File: config.mk
export PLATFORM = sky130hd
export DESIGN_NAME = acq_trig_seq
export DESIGN_NICKNAME = d
export VERILOG_FILES = /design/src/rtl/acq_seq_pkg.sv /design/src/rtl/acq_mode_dec.sv /design/src/rtl/acq_budget_cnt.sv /design/src/rtl/acq_seq_fsm.sv /design/src/rtl/acq_trig_seq.sv
export SDC_FILE = /design/constraint.sdc
export NUM_CORES = 1
export LEC_CHECK = 0
export BUFFER_PORTS_ARGS = -buffer_cell sky130_fd_sc_hd__buf_4
export CAP_MARGIN = 20
export CELL_PAD_IN_SITES_DETAIL_PLACEMENT = 1
export CELL_PAD_IN_SITES_GLOBAL_PLACEMENT = 2
export CORE_UTILIZATION = 30
export CTS_CLUSTER_DIAMETER = 150
export DETAILED_ROUTE_END_ITERATION = 12
export PLACE_DENSITY = 0.83
export SLEW_MARGIN = 20
export SYNTH_ARGS = -nofsm -noshare
export SYNTH_HDL_FRONTEND = slang
export SYNTH_SLANG_ARGS = --single-unit
export TNS_END_PERCENT = 5
File: constraint.sdc
create_clock -name clk_i -period 1.9 [get_ports clk_i]
set_input_delay 0 -clock clk_i [delete_from_list [all_inputs] [get_ports clk_i]]
set_output_delay 0 -clock clk_i [all_outputs]
set_load 0.03 [all_outputs]
File: src/rtl/acq_seq_pkg.sv
package acq_seq_pkg;
  localparam int MODE_W = 3;

  localparam logic [MODE_W-1:0] MODE_SOFT  = 3'd0;
  localparam logic [MODE_W-1:0] MODE_POST  = 3'd1;
  localparam logic [MODE_W-1:0] MODE_PRE   = 3'd2;
  localparam logic [MODE_W-1:0] MODE_MID   = 3'd3;
  localparam logic [MODE_W-1:0] MODE_DELAY = 3'd4;

  typedef enum logic [2:0] {
    ST_IDLE  = 3'd0,
    ST_WAIT  = 3'd1,
    ST_DELAY = 3'd2,
    ST_CAPT  = 3'd3,
    ST_DONE  = 3'd4
  } seq_state_e;

  typedef struct packed {
    logic need_trig;     // wait for an event before the bounded phase
    logic pre_fill;      // write while waiting
    logic stop_at_trig;  // event ends the run
    logic use_delay;     // event starts a counted delay
    logic stop_on_full;  // full FIFO aborts capture
  } mode_cfg_t;
endpackage

File: src/rtl/acq_mode_dec.sv
module acq_mode_dec
  import acq_seq_pkg::*;
(
  input  logic [MODE_W-1:0] mode_i,
  output mode_cfg_t         cfg_o
);
  always_comb begin
    cfg_o = '{need_trig: 1'b0, pre_fill: 1'b0, stop_at_trig: 1'b0,
              use_delay: 1'b0, stop_on_full: 1'b1};
    case (mode_i)
      MODE_POST:  cfg_o.need_trig = 1'b1;
      MODE_PRE: begin
        cfg_o.need_trig    = 1'b1;
        cfg_o.pre_fill     = 1'b1;
        cfg_o.stop_at_trig = 1'b1;
        cfg_o.stop_on_full = 1'b0;
      end
      MODE_MID: begin
        cfg_o.need_trig    = 1'b1;
        cfg_o.pre_fill     = 1'b1;
        cfg_o.stop_on_full = 1'b0;
      end
      MODE_DELAY: begin
        cfg_o.need_trig = 1'b1;
        cfg_o.use_delay = 1'b1;
      end
      default: ;  // immediate capture
    endcase
  end
endmodule

File: src/rtl/acq_budget_cnt.sv
module acq_budget_cnt #(
  parameter int CNT_W = 16
) (
  input  logic             clk_i,
  input  logic             rst_ni,
  input  logic             load_i,
  input  logic [CNT_W-1:0] load_val_i,
  input  logic             dec_i,
  output logic             last_o,
  output logic             expire_o
);
  localparam logic [CNT_W-1:0] ONE = CNT_W'(1);

  logic [CNT_W-1:0] cnt_q;

  always_ff @(posedge clk_i or negedge rst_ni) begin
    if (!rst_ni)                   cnt_q <= '0;
    else if (load_i)               cnt_q <= load_val_i;
    else if (dec_i && cnt_q != '0) cnt_q <= cnt_q - ONE;
  end

  assign last_o   = (cnt_q == ONE);
  assign expire_o = dec_i & last_o;
endmodule

File: src/rtl/acq_seq_fsm.sv
module acq_seq_fsm
  import acq_seq_pkg::*;
#(
  parameter int CNT_W = 16
) (
  input  logic             clk_i,
  input  logic             rst_ni,
  input  logic             acq_en_i,
  input  mode_cfg_t        cfg_i,
  input  logic [CNT_W-1:0] post_cnt_i,
  input  logic             trig_i,
  input  logic             smp_tick_i,
  input  logic             fifo_full_i,
  input  logic             cnt_last_i,
  input  logic             cnt_expire_i,
  output logic             cnt_load_o,
  output logic [CNT_W-1:0] cnt_load_val_o,
  output logic             cnt_dec_o,
  output logic             wr_en_o,
  output logic             acquiring_o,
  output logic             cnt_done_o,
  output logic             done_o,
  output logic             overrun_o
);
  localparam logic [CNT_W-1:0] ONE = CNT_W'(1);

  seq_state_e       st_q, st_d;
  logic             ovr_set;
  logic [CNT_W-1:0] budget;

  assign budget = (post_cnt_i == '0) ? ONE : post_cnt_i;

  always_comb begin
    st_d           = st_q;
    cnt_load_o     = 1'b0;
    cnt_load_val_o = budget;
    cnt_dec_o      = 1'b0;
    wr_en_o        = 1'b0;
    ovr_set        = 1'b0;
    if (!acq_en_i) begin
      st_d = ST_IDLE;
    end else begin
      case (st_q)
        ST_IDLE: begin
          cnt_load_o = 1'b1;
          st_d       = cfg_i.need_trig ? ST_WAIT : ST_CAPT;
        end
        ST_WAIT: begin
          wr_en_o = cfg_i.pre_fill & smp_tick_i;
          if (trig_i) begin
            if (cfg_i.stop_at_trig) begin
              st_d = ST_DONE;
            end else if (cfg_i.use_delay && post_cnt_i != '0) begin
              cnt_load_o     = 1'b1;
              cnt_load_val_o = post_cnt_i;
              st_d           = ST_DELAY;
            end else begin
              cnt_load_o = 1'b1;
              st_d       = ST_CAPT;
            end
          end
        end
        ST_DELAY: begin
          if (smp_tick_i) begin
            cnt_dec_o = 1'b1;
            if (cnt_last_i) begin
              cnt_load_o = 1'b1;  // reload burst length
              st_d       = ST_CAPT;
            end
          end
        end
        ST_CAPT: begin
          if (cfg_i.stop_on_full && fifo_full_i) begin
            ovr_set = 1'b1;
            st_d    = ST_DONE;
          end else if (smp_tick_i) begin
            wr_en_o   = 1'b1;
            cnt_dec_o = 1'b1;
            if (cnt_last_i) st_d = ST_DONE;
          end
        end
        ST_DONE: ;
        default: st_d = ST_IDLE;
      endcase
    end
  end

  always_ff @(posedge clk_i or negedge rst_ni) begin
    if (!rst_ni) begin
      st_q       <= ST_IDLE;
      done_o     <= 1'b0;
      overrun_o  <= 1'b0;
      cnt_done_o <= 1'b0;
    end else begin
      st_q       <= st_d;
      done_o     <= (st_d == ST_DONE) && (st_q != ST_DONE);
      overrun_o  <= acq_en_i & (overrun_o | ovr_set);
      cnt_done_o <= acq_en_i & (cnt_done_o | cnt_expire_i);
    end
  end

  assign acquiring_o = (st_q == ST_CAPT);
endmodule

File: src/rtl/acq_trig_seq.sv
module acq_trig_seq
  import acq_seq_pkg::*;
#(
  parameter int CNT_W = 16
) (
  input  logic             clk_i,
  input  logic             rst_ni,
  input  logic             acq_en_i,
  input  logic [2:0]       mode_i,
  input  logic [CNT_W-1:0] post_cnt_i,
  input  logic             trig_i,
  input  logic             smp_tick_i,
  input  logic             fifo_full_i,
  output logic             wr_en_o,
  output logic             acquiring_o,
  output logic             cnt_done_o,
  output logic             done_o,
  output logic             overrun_o
);
  mode_cfg_t        cfg;
  logic             cnt_load, cnt_dec, cnt_last, cnt_expire;
  logic [CNT_W-1:0] cnt_load_val;

  acq_mode_dec u_dec (
    .mode_i (mode_i),
    .cfg_o  (cfg)
  );

  acq_budget_cnt #(.CNT_W(CNT_W)) u_cnt (
    .clk_i      (clk_i),
    .rst_ni     (rst_ni),
    .load_i     (cnt_load),
    .load_val_i (cnt_load_val),
    .dec_i      (cnt_dec),
    .last_o     (cnt_last),
    .expire_o   (cnt_expire)
  );

  acq_seq_fsm #(.CNT_W(CNT_W)) u_fsm (
    .clk_i          (clk_i),
    .rst_ni         (rst_ni),
    .acq_en_i       (acq_en_i),
    .cfg_i          (cfg),
    .post_cnt_i     (post_cnt_i),
    .trig_i         (trig_i),
    .smp_tick_i     (smp_tick_i),
    .fifo_full_i    (fifo_full_i),
    .cnt_last_i     (cnt_last),
    .cnt_expire_i   (cnt_expire),
    .cnt_load_o     (cnt_load),
    .cnt_load_val_o (cnt_load_val),
    .cnt_dec_o      (cnt_dec),
    .wr_en_o        (wr_en_o),
    .acquiring_o    (acquiring_o),
    .cnt_done_o     (cnt_done_o),
    .done_o         (done_o),
    .overrun_o      (overrun_o)
  );
endmodule

==> flow_summary.json, run 1 <==
{
  "outcome": "complete, but fails checks",
  "violations": "setup timing",
  "routed_wl_um": 4819,
  "fin_crit_ns": 1.986,
  "setup_viol": 15,
  "dpl.hpwl_um": 3751,
  "cts_tree": "yes",
  "place_congestion": 0.8063,
  "antenna_cells": 0,
  "ys_warn_count": 0,
  "crit_family": "simple AND/OR/NAND/NOR gates",
  "grt_pass1_vias": 1705,
  "cts.sinks": 22,
  "synth.distinct_cells": 50,
  "finalNetCount": 271,
  "syn_to_final_growth_pct": 48.03,
  "syn_avg_cell_area_um2": 9.369,
  "cp_data_arrival_time_ns": 2.16,
  "antenna_left": 0,
  "path_buf_inv": 0,
  "power.total_mw": 1.971,
  "die_w_um": 74,
  "crit_path_end_kind": "register",
  "worstMarginPinSlew_ns": 0.4614,
  "vias": 1564,
  "routedWlPerCell_um": 15.60,
  "numPortBuffers": 29,
  "fin_tns_setup_ns": -0.7632,
  "grt_usage": 0.1925,
  "dp_cells": 288,
  "rows": 25,
  "grt_pass1_wl_um": 7928,
  "cts_buffer_depth": 2,
  "final.setup.worst_slack_ns": -0.08574,
  "synthFlopType": "dfrtp_1",
  "drt_pass1_iterations": 4,
  "dieHeight_um": 74,
  "finalCritPeriodShare": 1.045,
  "grt_setup_unrepaired": "true",
  "place_ws_ns": -0.1042,
  "vias_per_cell": 5.061,
  "synth_edf_count": 0,
  "start_kind": "register",
  "core_um2": 4848,
  "async_reset_ff_frac": 1.000,
  "crit_fanout": 8,
  "max_stage_delay_ns": 0.59,
  "clkSlewWorstSetupHoldPaths_ns": 0.09,
  "slew_headroom": 0.6884,
  "power_density_nw_per_um2": 855.9,
  "io_pins": 30,
  "grt_antenna_before_repair": 0,
  "final_hold_viol_count": 0,
  "ys_ff_latch": 22,
  "drtIter0Drc": 32,
  "cts_made_buffers": 3,
  "start_util": 0.3208,
  "gr-total-overflow": 0,
  "leakagePower_nw": 0.9844,
  "yosysSeqAreaShare": 0.3540,
  "postSynthCellCount": 166,
  "post_cts_buffers": 0,
  "syn-cell-area_um2": 1555,
  "grt_max_degree": 23,
  "max_freq_mhz": 503.6,
  "crit_chain": "or4_4 -> nor4_4 -> a21o_4 -> mux2_1",
  "peakVddDrop_mv": 0.4035,
  "finClkSkew_ns": 0.005299,
  "fin_cells": 309,
  "whs_ns": 0.004447,
  "die_area_um2": 5476,
  "cts-root-buf": "clkbuf_8",
  "cp_slowest_cell": "or4_4",
  "critical_path_class": "register to register",
  "cp_data_required_time_ns": 2.07,
  "timing.final.max_slew_violations": 0,
  "htreeDepth": 1,
  "drive_gt1_frac": 0.3430,
  "maxCapViolCount": 0,
  "syn-num-nets": 194,
  "clock_latency_ns": 0.28,
  "drc_errors": 0,
  "hold_class": "input port to register"
}
state kept, by name (all words and copies together) (netlist names):
| name | cells |
|---|---|
| u_cnt.cnt_q | 16 |
| u_fsm.st_q | 3 |
| u_fsm.cnt_done_o | 1 |
| u_fsm.done_o | 1 |
| u_fsm.overrun_o | 1 |
repair_timing:
action | CTS | global route
gates resized for setup | 1 | 1
endpoints found under the hold margin | 38 | 0
endpoints found under the setup margin | 19 | 20
pin swaps | 5 | 2
hold buffers | 17 | 0
cell usage after synthesis (4+ instances only):
cell type	number	area [um2]
o21ai_0	5	25.02
nor2_1	10	37.54
dfrtp_1	22	550.5
o21ai_2	4	35.03
o21ai_1	6	30.03
xnor2_1	9	78.83
a21oi_1	5	25.02
nor4_1	11	68.82
or3_1	5	31.28
inv_1	6	22.52
nand2b_1	5	31.28
nor3_1	5	25.02
nand2_1	21	78.83
worst register-to-register path: stages (launching register included):
cell and delay [ns]:
dfrtp_1 0.38, or4_4 0.59, nor4_4 0.36, a21o_4 0.23, mux2_1 0.32
path summary, 6_finish.rpt:
| check | startpoint | endpoint | slack [ns] | cells after the start |
|---|---|---|---|---|
| max in group asynchronous | rst_ni | u_cnt.cnt_q[11] | 1.52 | 2 |
| worst min-delay path | post_cnt_i[0] | u_cnt.cnt_q[0] | 0.004 | 3 |
| min in group asynchronous | rst_ni | u_fsm.st_q[1] | 0.14 | 2 |
| worst max register to register | u_cnt.cnt_q[6] | u_cnt.cnt_q[13] | -0.09 | 4 |
| worst min register to register | u_fsm.cnt_done_o | u_fsm.cnt_done_o | 0.51 | 2 |
| worst max-delay path | u_cnt.cnt_q[6] | u_cnt.cnt_q[13] | -0.09 | 4 |
per-layer routing:
| metal | vias to the layer above | part of all wire | global-route usage |
|---|---|---|---|
| li1 | 765 | - | - |
| met1 | 761 | 0.42 | 0.2234 |
| met2 | 34 | 0.53 | 0.3677 |
| met3 | 4 | 0.037 | 0.02439 |
| met4 | 0 | 0.0083 | 0.05342 |
| met5 | - | 0 | 0 |
metrics by stage:
stage / util / instance area (um2)
finish: 0.4748 / 2302
global route: 0.4748 / 2302
CTS: 0.4735 / 2296
detailed placement: 0.4219 / 2046
global placement: 0.4219 / 2046
floorplan: - / 1555
cell type report:
type | instances | area (um2)
inverter | 6 | 22.52
tap | 67 | 83.83
sequential | 22 | 550.5
timing repair buffer | 78 | 628.1
clock inverter | 1 | 30.03
fill | 563 | 2546
clock buffer | 3 | 41.29
multi-input combinational | 132 | 945.9
report_power, final:
group / internal, mW / switching, mW
Sequential: 0.568 / 0.0871
Combinational: 0.422 / 0.433
Clock: 0.282 / 0.178
kinds of logic after synthesis:
kind of cell,synth area share
adder cells (fa/ha/maj),0.02414
AND/OR/NAND/NOR,0.2888
AO/OA/AOI/OAI,0.1883
multiplexers,0.02976
flip-flops,0.3540
XOR/XNOR,0.06758
buffers and inverters,0.04747
layout by cell type (no fill, tap or decap), drive strengths merged, types with 6 or more instances in the layout:
master / count
dfrtp: 22
buf: 61
inv: 6
nor2: 10
dlygate4sd3: 17
nor4: 14
o21ai: 15
nand2: 21
xnor2: 9
No activity file was read; power rests on OpenSTA's default activity.
==> run 2, diff against run 1 <==
--- a/config.mk
+++ b/config.mk
@@ -12,7 +12,7 @@
 export CORE_UTILIZATION = 30
 export CTS_CLUSTER_DIAMETER = 150
 export DETAILED_ROUTE_END_ITERATION = 12
-export PLACE_DENSITY = 0.83
+export PLACE_DENSITY_LB_ADDON = 0.1
 export SLEW_MARGIN = 20
 export SYNTH_ARGS = -nofsm -noshare
 export SYNTH_HDL_FRONTEND = slang
==> run 2 against run 1 <==
The flow still finishes with violations (setup timing). Cell count rose by 1.6%. Sequential power down 2%. Fmax down 1.2%. Combinational power grew 11%. Cell area increased by 4.6%. Global-route usage grew 0.34 points. First-iteration DRC count up 25%. Total power is 1.5% lower. Clock skew is 0.00060 ns higher. Setup slack lost 0.025 ns. Clock-buffer cell count grew 1. Via count increased by 0.26%. Largest cell class unchanged.
==> flow_summary.json, run 2 (synthesized netlist as in run 1, its figures left out) <==
{
  "cp_data_required_time_ns": 2.04,
  "numPortBuffers": 29,
  "crit_fanout": 3,
  "clkSlewWorstSetupHoldPaths_ns": 0.09,
  "largest_register_ffs": 16,
  "cp_data_arrival_time_ns": 2.15,
  "cts_made_buffers": 3,
  "grt_usage": 0.1959,
  "finalNetCount": 276,
  "largestRegisters": "u_cnt.cnt_q (16), u_fsm.st_q (3)",
  "layout_commonest_cell": "buf_4",
  "finalCritPeriodShare": 1.058,
  "rows": 25,
  "cp_slowest_cell": "or4_4",
  "crit_chain": "or4_4 -> nor4_4 -> buf_4 -> a41o_1 -> buf_4 -> a311oi_2",
  "clock_latency_ns": 0.27,
  "wl_met1_um": 2090,
  "syn_to_final_growth_pct": 54.87,
  "worstMarginPinSlew_ns": 0.4846,
  "fin_crit_ns": 2.011,
  "cts_tree": "yes",
  "routedWlPerCell_um": 15.71,
  "final.setup.worst_slack_ns": -0.1107,
  "die_w_um": 74,
  "die_area_um2": 5476,
  "cpMostUsedCell": "buf_4",
  "vias": 1568,
  "cts-root-buf": "clkbuf_8",
  "grt_max_degree": 23,
  "grt_antenna_before_repair": 0,
  "timing.final.max_slew_violations": 0,
  "dr.max_layer_used": "met4",
  "leakagePower_nw": 1.032,
  "route.met2.wl_um": 2693,
  "final_hold_viol_count": 0,
  "start_util": 0.3208,
  "core_um2": 4848,
  "drive_gt1_frac": 0.4170,
  "antenna_left": 0,
  "crit_path_end_kind": "register",
  "final_util": 0.4968,
  "grt_pass1_wl_um": 8073,
  "peakVddDrop_mv": 0.3026,
  "start_kind": "register",
  "grt_setup_unrepaired": "true",
  "vias_per_cell": 4.994,
  "place_congestion": 0.8130,
  "io_pins": 30,
  "outcome": "complete, but fails checks",
  "cts_buffer_depth": 2,
  "dpl.hpwl_um": 3802,
  "power_density_nw_per_um2": 805.7,
  "gr-total-overflow": 0,
  "cts.sinks": 22,
  "violations": "setup timing",
  "drt_pass1_iterations": 4,
  "layout_common_cells": "buf_4 (64), dfrtp_1 (22), nand2_1 (18)",
  "regMostFlops": "u_cnt.cnt_q",
  "grt_pass1_vias": 1702,
  "slew_headroom": 0.6763,
  "finClkSkew_ns": 0.005899,
  "drtIter0Drc": 40,
  "setup_viol": 12,
  "critical_path_class": "register to register",
  "dieHeight_um": 74,
  "routed_wl_um": 4932,
  "wl_met3_um": 93,
  "drc_errors": 0,
  "maxCapViolCount": 0,
  "whs_ns": 0.01561,
  "max_stage_delay_ns": 0.58,
  "hold_class": "input port to register",
  "antenna_cells": 0,
  "max_freq_mhz": 497.3,
  "htreeDepth": 1
}
run 2: cell types whose count changed in the layout (fill, tap and decap cells not counted), sizes merged:
cell,previous run,this run
clkbuf,3,4
buf,61,67
bufinv,1,0
dlygate4sd3,17,16
run 2: metal layers:
| metal | vias up | global-route usage |
|---|---|---|
| met1 | 763 | 0.2233 |
| li1 | 774 | - |
| met2 | 25 | 0.3768 |
| met5 | - | 0 |
| met3 | 6 | 0.02439 |
| met4 | 0 | 0.05983 |
run 2: per-stage QoR:
stage	area, um2	instances	power, mW	setup TNS, ns	worst slack, ns
final	2409	314	1.941	-0.5513	-0.1107
after global routing	2409	314	2.066	-1.663	-0.1701
after CTS	2337	313	1.903	-0.8127	-0.1120
after detailed placement	2068	291	1.502	-0.6132	-0.1121
after global placement	2068	291	1.472	-0.3141	-0.07465
after floorplan	1555	166	1.122	-0.2373	-0.1292
run 2: power by group:
part           internal [mW]  switching [mW]  total (mW)
Sequential             0.568          0.0720       0.640
Clock                  0.185           0.166       0.352
Combinational          0.475           0.473       0.949
run 2: worst max-delay path: cells and delay by family (launching register included):
kind	cells	cell delay [ns]
AO/OA/AOI/OAI	2	0.29
buffers and inverters	2	0.30
AND/OR/NAND/NOR	2	0.89
flip-flops	1	0.39
run 2: final cells by class:
type / instances / area [um2]
Fill cell: 554 / 2440
Multi-Input combinational cell: 132 / 1018
Timing Repair Buffer: 83 / 678.2
Sequential cell: 22 / 550.5
Tap cell: 67 / 83.83
Clock buffer: 4 / 55.05
Inverter: 6 / 22.52
run 2: path summary, 6_finish.rpt:
path | depth (start not counted) | slack [ns] | endpoint | start
hold / removal | 3 | 0.02 | u_cnt.cnt_q[10] | post_cnt_i[10]
hold reg to reg | 2 | 0.49 | u_fsm.cnt_done_o | u_fsm.cnt_done_o
setup / recovery | 6 | -0.11 | u_fsm.st_q[1] | u_cnt.cnt_q[7]
setup reg to reg | 6 | -0.11 | u_fsm.st_q[1] | u_cnt.cnt_q[7]
max in group asynchronous | 2 | 1.50 | u_cnt.cnt_q[9] | rst_ni
min in group asynchronous | 2 | 0.17 | u_fsm.cnt_done_o | rst_ni
run 2: timing repair:
action / CTS / global route
gates resized for setup: 9 / 12
endpoints found under the setup margin: 16 / 20
buffers inserted: 2 / 1
pin swaps: 8 / 9
hold buffers: 16 / 0
hold endpoints to repair: 37 / 0
